[config.mk]
export PLATFORM = sky130hd
export DESIGN_NAME = bcd_rtc
export DESIGN_NICKNAME = d
export VERILOG_FILES = /design/src/rtl/bcd_rtc_pkg.sv /design/src/rtl/bcd_rtc_counter.sv /design/src/rtl/bcd_rtc_alarm.sv /design/src/rtl/bcd_rtc_irq.sv /design/src/rtl/bcd_rtc.sv
export SDC_FILE = /design/constraint.sdc
export NUM_CORES = 1
export LEC_CHECK = 0
export ABC_AREA = 1
export BUFFER_PORTS_ARGS = -buffer_cell sky130_fd_sc_hd__buf_2
export CAP_MARGIN = 20
export CORE_MARGIN = 2
export CORE_UTILIZATION = 52
export DETAILED_ROUTE_END_ITERATION = 10
export PLACE_DENSITY_LB_ADDON = 0.25
export SLEW_MARGIN = 25
export SYNTH_ARGS = -nofsm -noshare
export SYNTH_HDL_FRONTEND = slang
export SYNTH_HIERARCHICAL = 1
export SYNTH_SLANG_ARGS = --single-unit
[constraint.sdc]
create_clock -name clk -period 2.8 [get_ports clk]
set_clock_uncertainty 0.1 [all_clocks]
set_input_delay 0.56 -clock clk [delete_from_list [all_inputs] [get_ports clk]]
set_output_delay 0.56 -clock clk [all_outputs]
set_load 0.02 [all_outputs]
[src/rtl/bcd_rtc_pkg.sv]
package bcd_rtc_pkg;

  typedef struct packed {
    logic [7:0] hr;
    logic [7:0] min;
    logic [7:0] sec;
  } tod_t;

  typedef struct packed {
    logic [7:0] yr;
    logic [7:0] mon;
    logic [7:0] day;
  } date_t;

  localparam int OFS_INIT  = 'h00;
  localparam int OFS_TIME  = 'h0C;
  localparam int OFS_CAL   = 'h10;
  localparam int OFS_FMT   = 'h14;
  localparam int OFS_WDAY  = 'h18;
  localparam int OFS_ATIME = 'h1C;
  localparam int OFS_ACAL  = 'h20;
  localparam int OFS_LEAP  = 'h24;
  localparam int OFS_IEN   = 'h28;
  localparam int OFS_STS   = 'h2C;

  function automatic logic [7:0] bcd_inc(input logic [7:0] v);
    if (v[3:0] >= 4'd9) return {v[7:4] + 4'd1, 4'd0};
    return v + 8'd1;
  endfunction

  function automatic logic leap_bcd(input logic [7:0] yr);
    if (!yr[4]) return (yr[3:0] == 4'd0) || (yr[3:0] == 4'd4) || (yr[3:0] == 4'd8);
    return (yr[3:0] == 4'd2) || (yr[3:0] == 4'd6);
  endfunction

  function automatic logic [7:0] month_end(input logic [7:0] mon, input logic [7:0] yr);
    case (mon)
      8'h02:                      return leap_bcd(yr) ? 8'h29 : 8'h28;
      8'h04, 8'h06, 8'h09, 8'h11: return 8'h30;
      default:                    return 8'h31;
    endcase
  endfunction

endpackage

[src/rtl/bcd_rtc_counter.sv]
module bcd_rtc_counter
  import bcd_rtc_pkg::*;
(
  input  logic        clk,
  input  logic        rst,
  input  logic        active_i,
  input  logic        tick_i,
  input  logic        wr_tod_i,
  input  logic        wr_date_i,
  input  logic        wr_wday_i,
  input  logic [23:0] wdata_i,
  output tod_t        tod_o,
  output date_t       date_o,
  output logic [2:0]  wday_o,
  output logic        stepped_o
);

  logic  adv;
  tod_t  tod_q, tod_n;
  date_t date_q, date_n;
  logic [2:0] wday_q, wday_n;
  logic  c_min, c_hr, c_day, c_mon, c_yr;

  assign adv = tick_i && active_i;

  always_comb begin
    c_min = (tod_q.sec >= 8'h59);
    c_hr  = c_min && (tod_q.min >= 8'h59);
    c_day = c_hr  && (tod_q.hr  >= 8'h23);
    c_mon = c_day && (date_q.day >= month_end(date_q.mon, date_q.yr));
    c_yr  = c_mon && (date_q.mon >= 8'h12);

    tod_n.sec  = c_min ? 8'h00 : bcd_inc(tod_q.sec);
    tod_n.min  = c_min ? (c_hr  ? 8'h00 : bcd_inc(tod_q.min)) : tod_q.min;
    tod_n.hr   = c_hr  ? (c_day ? 8'h00 : bcd_inc(tod_q.hr))  : tod_q.hr;
    date_n.day = c_day ? (c_mon ? 8'h01 : bcd_inc(date_q.day)) : date_q.day;
    date_n.mon = c_mon ? (c_yr  ? 8'h01 : bcd_inc(date_q.mon)) : date_q.mon;
    date_n.yr  = c_yr  ? ((date_q.yr >= 8'h99) ? 8'h00 : bcd_inc(date_q.yr)) : date_q.yr;
    wday_n     = c_day ? ((wday_q >= 3'd6) ? 3'd0 : wday_q + 3'd1) : wday_q;
  end

  always_ff @(posedge clk) begin
    if (rst) begin
      tod_q     <= '0;
      date_q    <= '{yr: 8'h00, mon: 8'h01, day: 8'h01};
      wday_q    <= 3'd0;
      stepped_o <= 1'b0;
    end else begin
      stepped_o <= adv;
      if (wr_tod_i)  tod_q  <= tod_t'(wdata_i);
      else if (adv)  tod_q  <= tod_n;
      if (wr_date_i) date_q <= date_t'(wdata_i);
      else if (adv)  date_q <= date_n;
      if (wr_wday_i) wday_q <= wdata_i[2:0];
      else if (adv)  wday_q <= wday_n;
    end
  end

  assign tod_o  = tod_q;
  assign date_o = date_q;
  assign wday_o = wday_q;


  locked_hold_chk: assert property (@(posedge clk) disable iff (rst)
    !active_i |=> ($stable(tod_q) && $stable(date_q) && $stable(wday_q)));


  sec_wrap_chk: assert property (@(posedge clk) disable iff (rst)
    (adv && !wr_tod_i && tod_q.sec == 8'h59) |=> (tod_q.sec == 8'h00));


  day_wrap_chk: assert property (@(posedge clk) disable iff (rst)
    (adv && !wr_tod_i && !wr_date_i && tod_q == 24'h235959 &&
     date_q.day == month_end(date_q.mon, date_q.yr)) |=> (date_q.day == 8'h01));

endmodule

[src/rtl/bcd_rtc_alarm.sv]
module bcd_rtc_alarm
  import bcd_rtc_pkg::*;
(
  input  logic        clk,
  input  logic        rst,
  input  logic        wr_atod_i,
  input  logic        wr_adate_i,
  input  logic [23:0] wdata_i,
  input  tod_t        now_tod_i,
  input  date_t       now_date_i,
  output tod_t        atod_o,
  output date_t       adate_o,
  output logic        match_o
);

  tod_t  atod_q;
  date_t adate_q;

  always_ff @(posedge clk) begin
    if (rst) begin
      atod_q  <= '0;
      adate_q <= '0;
    end else begin
      if (wr_atod_i)  atod_q  <= tod_t'(wdata_i);
      if (wr_adate_i) adate_q <= date_t'(wdata_i);
    end
  end

  assign match_o = (now_tod_i == atod_q) && (now_date_i == adate_q);
  assign atod_o  = atod_q;
  assign adate_o = adate_q;

endmodule

[src/rtl/bcd_rtc_irq.sv]
module bcd_rtc_irq #(
  parameter int NSRC = 2
) (
  input  logic            clk,
  input  logic            rst,
  input  logic            wr_en_i,
  input  logic            wr_sts_i,
  input  logic [NSRC-1:0] wbits_i,
  input  logic [NSRC-1:0] set_i,
  output logic [NSRC-1:0] en_o,
  output logic [NSRC-1:0] sts_o,
  output logic            irq_o
);

  logic [NSRC-1:0] en_q, sts_q, clr;

  assign clr = wr_sts_i ? wbits_i : '0;

  always_ff @(posedge clk) begin
    if (rst) begin
      en_q  <= '0;
      sts_q <= '0;
      irq_o <= 1'b0;
    end else begin
      if (wr_en_i) en_q <= wbits_i;
      sts_q <= (sts_q & ~clr) | set_i;
      irq_o <= |(sts_q & en_q);
    end
  end

  assign en_o  = en_q;
  assign sts_o = sts_q;


  w1c_clear_chk: assert property (@(posedge clk) disable iff (rst)
    (wr_sts_i && wbits_i[0] && !set_i[0]) |=> !sts_q[0]);


  set_wins_chk: assert property (@(posedge clk) disable iff (rst)
    set_i[1] |=> sts_q[1]);


  irq_mask_chk: assert property (@(posedge clk) disable iff (rst)
    (en_q == '0) |=> !irq_o);

endmodule

[src/rtl/bcd_rtc.sv]
module bcd_rtc
  import bcd_rtc_pkg::*;
#(
  parameter int          ADDR_W     = 6,
  parameter logic [31:0] UNLOCK_KEY = 32'hA5EB1357
) (
  input  logic              clk,
  input  logic              rst,
  input  logic              tick_i,
  input  logic [ADDR_W-1:0] bus_addr,
  input  logic              bus_wr,
  input  logic [31:0]       bus_wdata,
  output logic [31:0]       bus_rdata,
  output logic              irq
);

  localparam int NSRC = 2;

  logic       active_q;
  logic       sel_init, sel_time, sel_cal, sel_wday, sel_atime, sel_acal, sel_ien, sel_sts;
  tod_t       tod, atod;
  date_t      date, adate;
  logic [2:0] wday;
  logic       stepped, match;
  logic [NSRC-1:0] en, sts, set_v;
  logic [31:0] rd_mux;

  assign sel_init  = (bus_addr == ADDR_W'(OFS_INIT));
  assign sel_time  = (bus_addr == ADDR_W'(OFS_TIME));
  assign sel_cal   = (bus_addr == ADDR_W'(OFS_CAL));
  assign sel_wday  = (bus_addr == ADDR_W'(OFS_WDAY));
  assign sel_atime = (bus_addr == ADDR_W'(OFS_ATIME));
  assign sel_acal  = (bus_addr == ADDR_W'(OFS_ACAL));
  assign sel_ien   = (bus_addr == ADDR_W'(OFS_IEN));
  assign sel_sts   = (bus_addr == ADDR_W'(OFS_STS));

  always_ff @(posedge clk) begin
    if (rst) active_q <= 1'b0;
    else if (bus_wr && sel_init && bus_wdata == UNLOCK_KEY) active_q <= 1'b1;
  end

  bcd_rtc_counter u_cnt (
    .clk       (clk),
    .rst       (rst),
    .active_i  (active_q),
    .tick_i    (tick_i),
    .wr_tod_i  (bus_wr && active_q && sel_time),
    .wr_date_i (bus_wr && active_q && sel_cal),
    .wr_wday_i (bus_wr && active_q && sel_wday),
    .wdata_i   (bus_wdata[23:0]),
    .tod_o     (tod),
    .date_o    (date),
    .wday_o    (wday),
    .stepped_o (stepped)
  );

  bcd_rtc_alarm u_alm (
    .clk        (clk),
    .rst        (rst),
    .wr_atod_i  (bus_wr && active_q && sel_atime),
    .wr_adate_i (bus_wr && active_q && sel_acal),
    .wdata_i    (bus_wdata[23:0]),
    .now_tod_i  (tod),
    .now_date_i (date),
    .atod_o     (atod),
    .adate_o    (adate),
    .match_o    (match)
  );

  assign set_v = {stepped, stepped && match};

  bcd_rtc_irq #(.NSRC(NSRC)) u_irq (
    .clk      (clk),
    .rst      (rst),
    .wr_en_i  (bus_wr && sel_ien),
    .wr_sts_i (bus_wr && sel_sts),
    .wbits_i  (bus_wdata[NSRC-1:0]),
    .set_i    (set_v),
    .en_o     (en),
    .sts_o    (sts),
    .irq_o    (irq)
  );

  always_comb begin
    rd_mux = '0;
    case (bus_addr)
      ADDR_W'(OFS_INIT):  rd_mux = {31'd0, active_q};
      ADDR_W'(OFS_TIME):  rd_mux = {8'd0, tod};
      ADDR_W'(OFS_CAL):   rd_mux = {8'd0, date};
      ADDR_W'(OFS_FMT):   rd_mux = 32'd1;
      ADDR_W'(OFS_WDAY):  rd_mux = {29'd0, wday};
      ADDR_W'(OFS_ATIME): rd_mux = {8'd0, atod};
      ADDR_W'(OFS_ACAL):  rd_mux = {8'd0, adate};
      ADDR_W'(OFS_LEAP):  rd_mux = {31'd0, leap_bcd(date.yr)};
      ADDR_W'(OFS_IEN):   rd_mux = {{(32-NSRC){1'b0}}, en};
      ADDR_W'(OFS_STS):   rd_mux = {{(32-NSRC){1'b0}}, sts};
      default:            rd_mux = '0;
    endcase
  end

  always_ff @(posedge clk) begin
    if (rst) bus_rdata <= '0;
    else     bus_rdata <= rd_mux;
  end


  active_sticky_chk: assert property (@(posedge clk) disable iff (rst)
    active_q |=> active_q);


  key_only_chk: assert property (@(posedge clk) disable iff (rst)
    (!active_q && !(bus_wr && sel_init && bus_wdata == UNLOCK_KEY)) |=> !active_q);


  update_flag_chk: assert property (@(posedge clk) disable iff (rst)
    stepped |=> sts[1]);

endmodule

* Yosys cells after proc, flatten, opt, wreduce, memory -nomap -nowiden *
Cells that the tools add are included.

storage, ports and cells
  register bits after elaboration = 138
  input bits = 42
  output and inout port bits = 33
  word-level logic and storage cells = 157

operators by class
  add/subtract/negate cells = 13
  order comparisons = 13
  equal/unequal tests = 21
  mux-type cells = 48
  bitwise operators = 4
  reductions and logical operators = 39

operators by type and width
  operator                count
  $pmux W24 S10           1
  $mux W8                 23
  $mux W24                4
  $add A8 B1 Y8 const B   6
  $eq A24 B24 Y1          2
  $eq A32 B32 Y1 const B  1
  $add A4 B1 Y4 const B   6
  $eq A6 B5 Y1 const B    4
  $eq A6 B6 Y1 const B    4
  $ge A4 B4 Y1 const B    6
  $reduce_bool A2 Y1      9
  $logic_and A1 B1 Y1     17
  $eq A8 B3 Y1 const B    2
  $ge A8 B7 Y1 const B    2
  $pmux W8 S2             1
  $mux W1                 14
  $mux W3                 4
  $reduce_and A2 Y1       6
  $eq A4 B3 Y1 const B    2
  $eq A8 B2 Y1 const B    1
  $eq A8 B4 Y1 const B    1
  $eq A8 B5 Y1 const B    1
  $ge A8 B5 Y1 const B    1
  $ge A8 B6 Y1 const B    1
  16 further kinds        19

* Depth between registers and ports, before layout *
Gate-level depths: netlist (run 1).

  depth in word-level cells = 15
  gate-level depth with buffers = 20
  depth with buffers taken out = 20

* Hierarchy *
The synthesis (run 1) kept the hierarchy.

modules (own cells, without submodules)
  module           instances  cells each  area an instance (um^2)  seq. area each (um^2)
  bcd_rtc_counter  1          591         3880.0                   1041.0
  bcd_rtc_alarm    1          416         2605.0                   960.9
  bcd_rtc          1          296         1801.7                   500.5
  bcd_rtc_irq      1          23          173.9                    100.1

* Worst setup path after synthesis (run 1) *
OpenSTA, ideal clock, no wires.

  path kind = register -> register
  start point = register u_cnt.date_q (netlist bit u_cnt/date_o[8])
  end point = register u_cnt.date_q (netlist bit u_cnt/date_o[21])
  library setup time = 113 ps
  data arrival time = 2329 ps
  data required time = 2587 ps
  slack = 258 ps
  stages on the path, launching flop included = 21
  buffers on the path = 0
  period minus slack after synthesis = 2542 ps
  cells stage by stage = dfxtp_1 > inv_1 > ha_1 > nor2_1 > o22ai_1 > a22oi_1 > nor2_1 > a31oi_1 > ha_1 > nand2_1 > inv_1 > nand2_1 > o21ai_2 > nor2_4 > inv_2 > nand3_4 > nand2_4 > nand2_4 > nand2_1 > nand2_1 > nor2_1

on the way
  word-level cells in the longest chain between the ends = 8
  elaborated cells between the ends (all ways) = 13
  classes of those cells = order compare: 2; eq/ne: 5; mux: 1; reduce/logical: 5

ends and longest elaborated chain
  element                               line                   text
  from (decl)                           bcd_rtc_counter.sv:20  date_t date_q, date_n;
  from (signal assigned)                bcd_rtc_counter.sv:45  date_q <= '{yr: 8'h00, mon: 8'h01, day: 8'h01};
  from (signal assigned)                bcd_rtc_counter.sv:52  if (wr_date_i) date_q <= date_t'(wdata_i);
  from (signal assigned)                bcd_rtc_counter.sv:53  else if (adv) date_q <= date_n;
  $eq A8 B3 Y1 (tied with other cells)  bcd_rtc_pkg.sv:37      case (mon)
  $reduce_or A4 Y1                      bcd_rtc_pkg.sv:37
  $pmux W8 S2                           bcd_rtc_pkg.sv:37
  $ge A8 B8 Y1                          bcd_rtc_counter.sv:30  c_mon = c_day && (date_q.day >= month_end(date_q.mon, date_q.yr));
  $logic_and A1 B1 Y1                   bcd_rtc_counter.sv:30
  $logic_and A1 B1 Y1 (*)               bcd_rtc_counter.sv:31  c_yr = c_mon && (date_q.mon >= 8'h12);
  $reduce_bool A2 Y1 (no line) (*)      -
  $reduce_and A2 Y1 (no line) (*)       -

Mark *: on every way between the ends. The rest lies on a longest branch, timed or not.
A chain may end at the register's enable or synchronous reset.

* Worst setup path after layout (run 1) *
  start point = register u_cnt.date_q (netlist bit u_cnt/date_o[9])
  end point = register u_cnt.date_q (netlist bit u_cnt/date_o[22])

The elaborated chain is that of the path after synthesis.

==> impl_metrics.yaml, run 1 <==
detailed_routing:
  vias: 8880
  drc_errors: 0
  wl_mm: 25.40
  dr.pass1.iters: 6
  viasPerCell: 5.445
  wire_per_inst_um: 15.58
  drtIter0Drc: 1127
  ant_nets: 0
global_routing:
  grt_pass1_wl_mm: 39.90
  grt_pass1_vias: 7747
  grt-ovfl-total: 0
  grtUsageTotal_pct: 28.86
  grt_antenna_before_repair: 0
  grt_max_degree: 111
layout:
  seq_area_mm2: 0.002611
  layout_commonest_cell: "nand2_1"
  multi_input_area_mm2: 0.005086
  nets: 1482
  drive_gt1_share_pct: 15.48
  antenna-diode-count: 0
  final_core_util_pct: 61.80
  layout_common_cells: "381 x nand2_1, 181 x nor2_1, 153 x inv_1"
  final_area_mm2: 0.009817
  syn2layout_area_growth_pct: 16.03
  nFillCells: 1490
worst_setup_path:
  critPathMaxFanout: 8
  critical_path_class: "reg -> reg"
  ff2ff_setup_slack_ps: 110
  worstSetupEndpointType: "flip-flop"
  worstPathArrival_ps: 2920
  critPathLaunchType: "flip-flop"
  worstPathRequired_ps: 3020
synth:
  synth_area_leaders: "dfxtp_1 31%, nand2_1 17%, nor2_1 8.3%, inv_1 6.9%, a21oi_1 5.7%"
  ys_seq_elements: 130
  synthesis.area_mm2: 0.008461
  synth_top_area_cell: "dfxtp_1"
  synth_top_area_share_pct: 30.76
  synth-async-reset-ratio_pct: 0
  avgSynthCellArea_um2: 6.381
  synth_cells: 1326
  synthFlopType: "dfxtp_1"
  yosys_warnings: 6
  ys_types: 48
  synth_edf_count: 0
  seq_area_frac_synth_pct: 30.76
floorplan:
  start_util_pct: 53.26
  die_h_um: 131.6
  die-area_mm2: 0.01731
  die_w_um: 131.6
  num_rows: 46
  ios: 75
  core-area_mm2: 0.01589
clock_network:
  numCtsBuffers: 17
  cts_tree: "built"
  clk_path_buf_depth: 2
  clk_pin_slew_ps: 60
  htreeDepth: 4
  cts_sinks: 130
  root_buffer: "clkbuf_16"
  clk-insertion-delay-late_ps: 430
  cts-hold-fix-buffers: 0
timing:
  finalWorstSetupSlack_ps: 107.3
  holdWs_ps: 343.3
  rsz0062_at_grt: "yes"
  fin_crit_sh_pct: 96.17
  fin_crit_ps: 2693
  final-setup-viol-count: 0
  maxSlewViolCount: 0
  tightest_slew_ps: 753.7
  max_clock_freq_ghz: 0.3714
  finalHoldViolations: 0
  relSlewSlack_pct: 49.70
placed_design:
  hpwlAfterDp_mm: 17.91
  gp_congestion: 0.9368
  pre_cts_ws_ps: 67.81
  port_buffers: 66
  dpl_cell_area_mm2: 0.009057
status:
  status: "completed"
hold_path:
  min_path_type: "in -> reg"
run:
  drv_cap: 0
pwr:
  peakVddDrop_v: 0.0004494
  power_leakage_nw: 4.558
  powerDensity_mw_per_mm2: 447.5
power by group:
group          total, mW  switching (mW)  internal (mW)
Sequential          1.85        0.000148           1.85
Clock               2.36           0.881           1.48
Combinational      0.180           0.139         0.0404
final timing paths:
path	from	endpoint	cells after the start
worst max-delay path	u_cnt/date_o[9]	u_cnt/date_o[22]	20
worst min-delay path	bus_wdata[7]	u_cnt/date_o[7]	3
worst max register to register	u_cnt/date_o[9]	u_cnt/date_o[22]	20
worst min register to register	u_cnt/stepped_o	u_irq/sts_o[1]	2
state kept, by name (all words and copies together), names as in the netlist:
signal,flops
u_alm/adate_o,24
u_cnt/wday_o,3
u_alm/atod_o,24
u_cnt/date_o,24
u_irq/en_o,2
active_q,1
bus_rdata,24
u_irq/irq_o,1
u_irq/sts_o,2
u_cnt/tod_o,24
u_cnt/stepped_o,1
per-stage QoR:
stage	power [mW]	instances	TNS [ps]
global route	4.508	1631	-133.5
floorplan	1.976	1333	0
detailed placement	2.066	1597	0
global placement	2.065	1597	0
finish	4.393	1631	0
CTS	4.405	1628	0
worst max-delay path: stages (launching register included):
cell	delay, ps
dfxtp_4	380
inv_4	50
ha_4	160
nor2_4	90
o22ai_2	80
a22oi_2	210
nor2_1	70
a31oi_1	160
ha_1	250
nand2_1	60
inv_1	40
nand2_1	60
o21ai_2	70
nor2_4	160
inv_2	80
nand3_4	150
nand2_8	90
nand2_8	130
nand2_2	60
nand2_1	70
nor2_1	70
layer usage:
layer  vias to the layer above  wire length, um  GRT usage (%)
li1                       4351                -              -
met3                        51             2166          5.826
met5                         -                0              0
met4                         0              593          10.87
met1                      4060            11300          39.49
met2                       418            11350          44.82
final cells by class:
cell class | count | share of cell area [%]
Timing Repair Buffer | 97 | 6.016
Clock inverter | 13 | 1.912
Inverter | 168 | 6.538
Multi-Input combinational cell | 989 | 51.81
Sequential cell | 130 | 26.60
Clock buffer | 18 | 4.372
Tap cell | 216 | 2.753
cell usage after synthesis (7+ instances only):
library cell	instances
nand2_1	385
ha_1	37
o21ai_0	30
nor2_2	12
dfxtp_1	130
inv_1	156
nor3_1	21
a211oi_2	10
nand3_1	94
nor2_4	7
clkbuf_1	13
nor2_1	186
xor2_1	24
inv_2	9
buf_4	14
a21oi_1	96
buf_2	15
a211oi_1	15
a31oi_1	9
kinds of logic after synthesis:
| group | share of synthesized area [%] |
|---|---|
| other | 0.04432 |
| AOI/OAI and AO/OA | 12.76 |
| DFF | 30.76 |
| adders and majority gates | 5.472 |
| buffers and inverters | 10.87 |
| xor gates and xnor gates | 2.692 |
| and+or+nand+nor | 37.40 |
timing repair:
action,4_1_cts,5_1_grt
buffers inserted,0,2
endpoints found under the hold margin,0,0
endpoints found under the setup margin,0,23
resized for setup,0,32
(Power assumes the default switching activity.)
==> run 2: changes to the inputs <==
Settings changed: CORE_UTILIZATION 52 to 48.
Clock period 2.8 ns to 3.02 ns, I/O delays scaled along.
==> run 2 against run 1 <==
Net effect: first-iteration DRC count fell by 8.2%; global-route usage down 0.86 points; combinational power fell by 8%; power fell by 0.59%; clock power is 6% higher; wire length is 1.4% higher.
==> impl_metrics.yaml, run 2 (same netlist as run 1, synthesis figures left out) <==
timing:
  fin_crit_ps: 2752
  finalHoldViolations: 0
  fin_crit_sh_pct: 91.12
  fin_setup_tns_ps: 0
  tightest_slew_ps: 742.3
  holdWs_ps: 359.2
  relSlewSlack_pct: 50.46
  finalWorstSetupSlack_ps: 268.2
  final-setup-viol-count: 0
  maxSlewViolCount: 0
  max_clock_freq_ghz: 0.3634
floorplan:
  die_w_um: 136.8
  core-area_mm2: 0.01724
  num_rows: 48
  start_util_pct: 49.09
  ios: 75
  die-area_mm2: 0.01870
  die_h_um: 136.8
clock_network:
  cts_sinks: 130
  clk-insertion-delay-late_ps: 430
  cts-hold-fix-buffers: 0
  htreeDepth: 4
  root_buffer: "clkbuf_16"
  post_cts.repair.setup_buffers: 0
  cts_tree: "built"
  clk_pin_slew_ps: 60
  numCtsBuffers: 17
  cts_resized: 0
  clk_path_buf_depth: 2
placed_design:
  gp_congestion: 0.8790
  hpwlAfterDp_mm: 17.99
  pre_cts_ws_ps: 183.7
  port_buffers: 66
detailed_routing:
  ant_nets: 0
  drc_errors: 0
  drtIter0Drc: 1035
  vias: 8702
  dr.pass1.iters: 5
  wl_mm: 25.75
  wire_per_inst_um: 15.83
  viasPerCell: 5.348
worst_setup_path:
  critPathMaxFanout: 9
  worstPathRequired_ps: 3250
  critPathLaunchType: "flip-flop"
  cpPeakStageDelay_ps: 380
  critical_path_class: "reg -> reg"
  cp_slowest_cell: "dfxtp_4"
  worstSetupEndpointType: "flip-flop"
  r2r_cells: 20
  ff2ff_setup_slack_ps: 270
  worstPathArrival_ps: 2980
  worstPathCellList: "inv_1 > ha_1 > nor2_1 > o22ai_1 > a22oi_2 > nor2_1 > a31oi_1 > ha_1 > nand2_1 > inv_1 > nand2_1 > o21ai_2 > nor2_4 > inv_2 > nand3_4 > nand2_8 > nand2_4 > nand2_1 > nand2_1 > nor2_1"
  r2r-end: "u_cnt/date_o[22]"
  crit_top_cell: "nand2_1"
  r2r-start: "u_cnt/date_o[8]"
layout:
  layout_common_cells: "385 x nand2_1, 184 x nor2_1, 156 x inv_1"
  nets: 1469
  syn2layout_area_growth_pct: 14.73
  drive_gt1_share_pct: 13.55
  nFillCells: 1684
  multi_input_area_mm2: 0.004994
  layout_commonest_cell: "nand2_1"
  seq_area_mm2: 0.002611
  final_core_util_pct: 56.32
  antenna-diode-count: 0
hold_path:
  min_from: "u_cnt/stepped_o"
  min_path_type: "reg -> reg"
  holdPathStages: 2
  hold_end: "u_irq/sts_o[1]"
global_routing:
  use_met2_pct: 42.94
  grt_max_degree: 111
  met3_usage_pct: 4.481
  grt-ovfl-total: 0
  grt_pass1_wl_mm: 40.39
  top_usage_layer: "met2"
  grt_pass1_vias: 7714
  use_met1_pct: 39.00
  grtUsageTotal_pct: 28.01
  grt_antenna_before_repair: 0
pwr:
  powerDensity_mw_per_mm2: 449.9
  peakVddDrop_v: 0.0004138
  power_leakage_nw: 4.529
status:
  status: "completed"
run:
  drv_cap: 0
==> run 2: cell count changes in the layout (fill, tap and decap cells not counted), sizes merged <==
cell | before | now
buf | 97 | 85
clkinv | 8 | 4
bufinv | 4 | 7
clkbuf | 18 | 21
clkinvlp | 3 | 1
nand2 | 398 | 397
==> run 2: area by class of cell <==
class / instances / area share [%]
Clock buffer: 21 / 4.847
Timing Repair Buffer: 85 / 5.027
Clock inverter: 10 / 2.346
Inverter: 168 / 6.535
Multi-Input combinational cell: 988 / 51.44
Tap cell: 225 / 2.900
Sequential cell: 130 / 26.90
==> run 2: worst max path at each step <==
| stage | start | endpoint | slack (ps) | cells past startpoint |
|---|---|---|---|---|
| floorplan | u_cnt/date_o[8] | u_cnt/date_o[21] | 480 | 20 |
| global placement | u_cnt/date_o[8] | u_cnt/date_o[22] | 240 | 20 |
| detailed placement | u_cnt/date_o[8] | u_cnt/date_o[22] | 180 | 20 |
| CTS | u_cnt/date_o[8] | u_cnt/date_o[22] | 130 | 20 |
| global route | u_cnt/date_o[8] | u_cnt/date_o[22] | -10 | 20 |
| finish | u_cnt/date_o[8] | u_cnt/date_o[22] | 270 | 20 |
==> run 2: power breakdown <==
part	switching, mW	leakage, nW	internal [mW]
sequential	0.000149	1.05	1.71
combinational	0.129	3.14	0.0376
clock	0.797	0.339	1.69
==> run 2: per-layer routing <==
layer | routed length [um] | vias up
met5 | 0 | -
met4 | 701 | 0
met3 | 1938 | 47
met2 | 11620 | 365
met1 | 11490 | 3987
li1 | - | 4303
==> run 2: through the flow <==
step                instance area [um^2]  std cells  total power [mW]
floorplan                           8487       1333             1.832
global placement                    8981       1596             1.916
detailed placement                  8981       1596             1.916
CTS                                 9679       1627             4.381
global route                        9707       1627             4.459
finish                              9707       1627             4.367
==> run 2: critical path: cells and delay by family, from the launching register on <==
kind                     cells  cell delay [ps]
flip-flops                   1              380
buffers and inverters        3              200
AND/OR/NAND/NOR             11              930
AO/OA/AOI/OAI                4              560
adder cells (fa/ha/maj)      2              480
==> run 3: changes to the inputs <==
Settings changed: SYNTH_HIERARCHICAL 1 to unset.
==> run 3 against run 2 <==
Net effect: global-route usage rose by 3.0 points; final cell count fell by 11%; largest power group unchanged; largest cell class unchanged; hold slack got worse by 9.5 ps.
==> impl_metrics.yaml, run 3 <==
detailed_routing:
  ant_nets: 0
  viasPerCell: 5.641
  dr.pass1.iters: 6
  vias: 8162
  drtIter0Drc: 999
  wire_per_inst_um: 18.40
  wl_mm: 26.63
  drc_errors: 0
layout:
  syn2layout_area_growth_pct: 16.04
  layout_commonest_cell: "nand2_1"
  drive_gt1_share_pct: 12.67
  layout_common_cells: "214 x nand2_1, 150 x inv_1, 143 x nor2_1"
  final_area_mm2: 0.008979
  nets: 1298
  antenna-diode-count: 0
  final_core_util_pct: 56.73
status:
  status: "completed"
floorplan:
  core-area_mm2: 0.01583
  num_rows: 46
  die_h_um: 131.0
  die-area_mm2: 0.01715
  ios: 75
  die_w_um: 131.0
  start_util_pct: 48.89
placed_design:
  dpl_cell_area_mm2: 0.008300
  port_buffers: 66
  hpwlAfterDp_mm: 18.74
  gp_congestion: 0.9763
clock_network:
  root_buffer: "clkbuf_16"
  cts_tree: "built"
  htreeDepth: 4
  clk_pin_slew_ps: 60
  cts_sinks: 130
  clk_path_buf_depth: 2
  clk-insertion-delay-late_ps: 440
  post_cts.repair.setup_buffers: 0
  numCtsBuffers: 17
synth:
  synth_fa_ha_area_share_pct: 6.145
  synth_top_area_cell: "dfxtp_1"
  muxShareOfSynthArea_pct: 0
  avgSynthCellArea_um2: 6.734
  synth_top_area_share_pct: 33.64
  ys_seq_elements: 130
  synthTopCellsByCount: "214 x nand2_1, 150 x inv_1, 145 x nor2_1"
  ys_types: 43
  synth_cells: 1149
  synthesis.area_mm2: 0.007737
  seq_area_frac_synth_pct: 33.64
  synth-async-reset-ratio_pct: 0
  yosys.area_share.simple_pct: 25.97
  synth_compound_area_share_pct: 20.26
  synthFlopType: "dfxtp_1"
  synth_top_family_by_area: "simple AND/OR/NAND/NOR gates"
  synth.most_common_cell: "nand2_1"
  synth_area_leaders: "dfxtp_1 34%, nand2_1 10%, inv_1 7.3%, nor2_1 7.0%, a21oi_1 6.7%"
  yosys_warnings: 0
  synth_xor_area_share_pct: 3.056
  synth_edf_count: 0
hold_path:
  min_from: "bus_wdata[7]"
  hold_end: "u_cnt.tod_o[7]"
  min_path_type: "in -> reg"
  holdPathStages: 3
worst_setup_path:
  r2r-end: "u_cnt.date_o[3]"
  critPathMaxFanout: 6
  crit_top_cell: "nor2_1"
  worstPathCellList: "inv_1 > ha_1 > o21ai_0 > o21ai_0 > a32oi_1 > nand2_1 > inv_1 > ha_1 > nand3_1 > nor2_1 > nor2_2 > nand3_4 > inv_1 > nand2_1 > nor2_1 > nor2_1 > nor2_1"
  path_buf_inv: 3
  path_delay_family: "simple AND/OR/NAND/NOR gates"
  cp_slowest_cell: "dfxtp_1"
  worstPathArrival_ps: 3100
  cpPeakStageDelay_ps: 410
  r2r_cells: 17
  critical_path_class: "reg -> reg"
  r2r-start: "u_cnt.date_o[9]"
  ff2ff_setup_slack_ps: 190
  setup.worst_path.start: "u_cnt.date_o[9]"
  worstSetupEndpointType: "flip-flop"
  worstPathRequired_ps: 3290
  critPathLaunchType: "flip-flop"
timing:
  finalHoldViolations: 0
  fin_crit_ps: 2825
  rsz0062_at_grt: "yes"
  tightest_slew_ps: 726.5
  fin_crit_sh_pct: 93.55
  relSlewSlack_pct: 51.57
  fin_setup_tns_ps: 0
  holdWs_ps: 349.7
  maxSlewViolCount: 0
  max_clock_freq_ghz: 0.3540
  final-setup-viol-count: 0
global_routing:
  grt-ovfl-total: 0
  grt_pass1_vias: 7368
  grt_pass1_wl_mm: 39.95
  grtUsageTotal_pct: 31.05
  grt_antenna_before_repair: 0
  grt_max_degree: 73
run:
  drv_cap: 0
pwr:
  powerDensity_mw_per_mm2: 451.4
  peakVddDrop_v: 0.0004542
  power_leakage_nw: 4.211
## run 3: changes by cell type after synthesis, sizes merged, moves of 11 or more
cell    previous run  this run
a211oi            25         1
a221oi             0        15
buf               34        23
inv              166       155
nand2            397       221
nand3            100        48
nand4              6        19
nor2             206       154
o21ai             33       102
o22ai              2        41
## run 3: final cells by class
type / instances / area [um^2]
clock buffers: 18 / 439.2
multi-input cells: 822 / 4380
repair buffers: 87 / 500.5
well taps: 216 / 270.3
inverters: 160 / 605.6
clock inverters: 14 / 180.2
fillers: 1530 / 6849
flip-flops and latches: 130 / 2603
## run 3: metal layers
metal  part of all wire, %  track usage, %  vias to the layer above
li1                      -               -                     3924
met1                    42           41.74                     3702
met5                     0               0                        -
met2                    43           46.88                      459
met4                   4.3           14.46                        0
met3                    10           7.695                       77
## run 3: repair_timing
| action | CTS | global route |
|---|---|---|
| gates resized for setup | 0 | 7 |
| endpoints found under the setup margin | 0 | 16 |
| hold buffers | 0 | 0 |
## run 3: how the worst max path moves through the flow
stage / endpoint / slack (ps) / cells after the start
after floorplan: u_cnt.date_o[22] / 510 / 17
after CTS: u_cnt.date_o[18] / 150 / 16
after global routing: u_cnt.date_o[2] / -20 / 17
after global placement: u_cnt.date_o[20] / 300 / 15
final: u_cnt.date_o[3] / 190 / 17
after detailed placement: u_cnt.date_o[18] / 160 / 16
## run 3: logic make-up after synthesis
logic type,after synthesis
other,1
adder cells (fa/ha/maj),38
buffers and inverters,206
AND/OR/NAND/NOR,465
XOR/XNOR,27
AO/OA/AOI/OAI,282
flip-flops,130
## run 3: per-stage QoR
step / setup WS, ps / cells / power [mW]
finish: 194.9 / 1447 / 4.053
global route: -17.25 / 1447 / 4.142
CTS: 146.8 / 1445 / 4.061
detailed placement: 155.5 / 1413 / 1.892
global placement: 299.5 / 1413 / 1.892
floorplan: 511.5 / 1156 / 1.827
## run 3: report_power, final
part           switching [mW]  internal [mW]  leakage, nW  total, mW
combinational           0.108         0.0343         2.87      0.142
sequential           0.000186           1.72         1.05       1.72
clock                   0.866           1.33        0.297       2.20
total                   0.974           3.08         4.21       4.05
## run 3: worst min-delay path: cells and delay by family
kind / cells / cell delay (ps)
buffers and inverters: 1 / 120
and+or+nand+nor: 1 / 60
AOI/OAI and AO/OA: 1 / 50
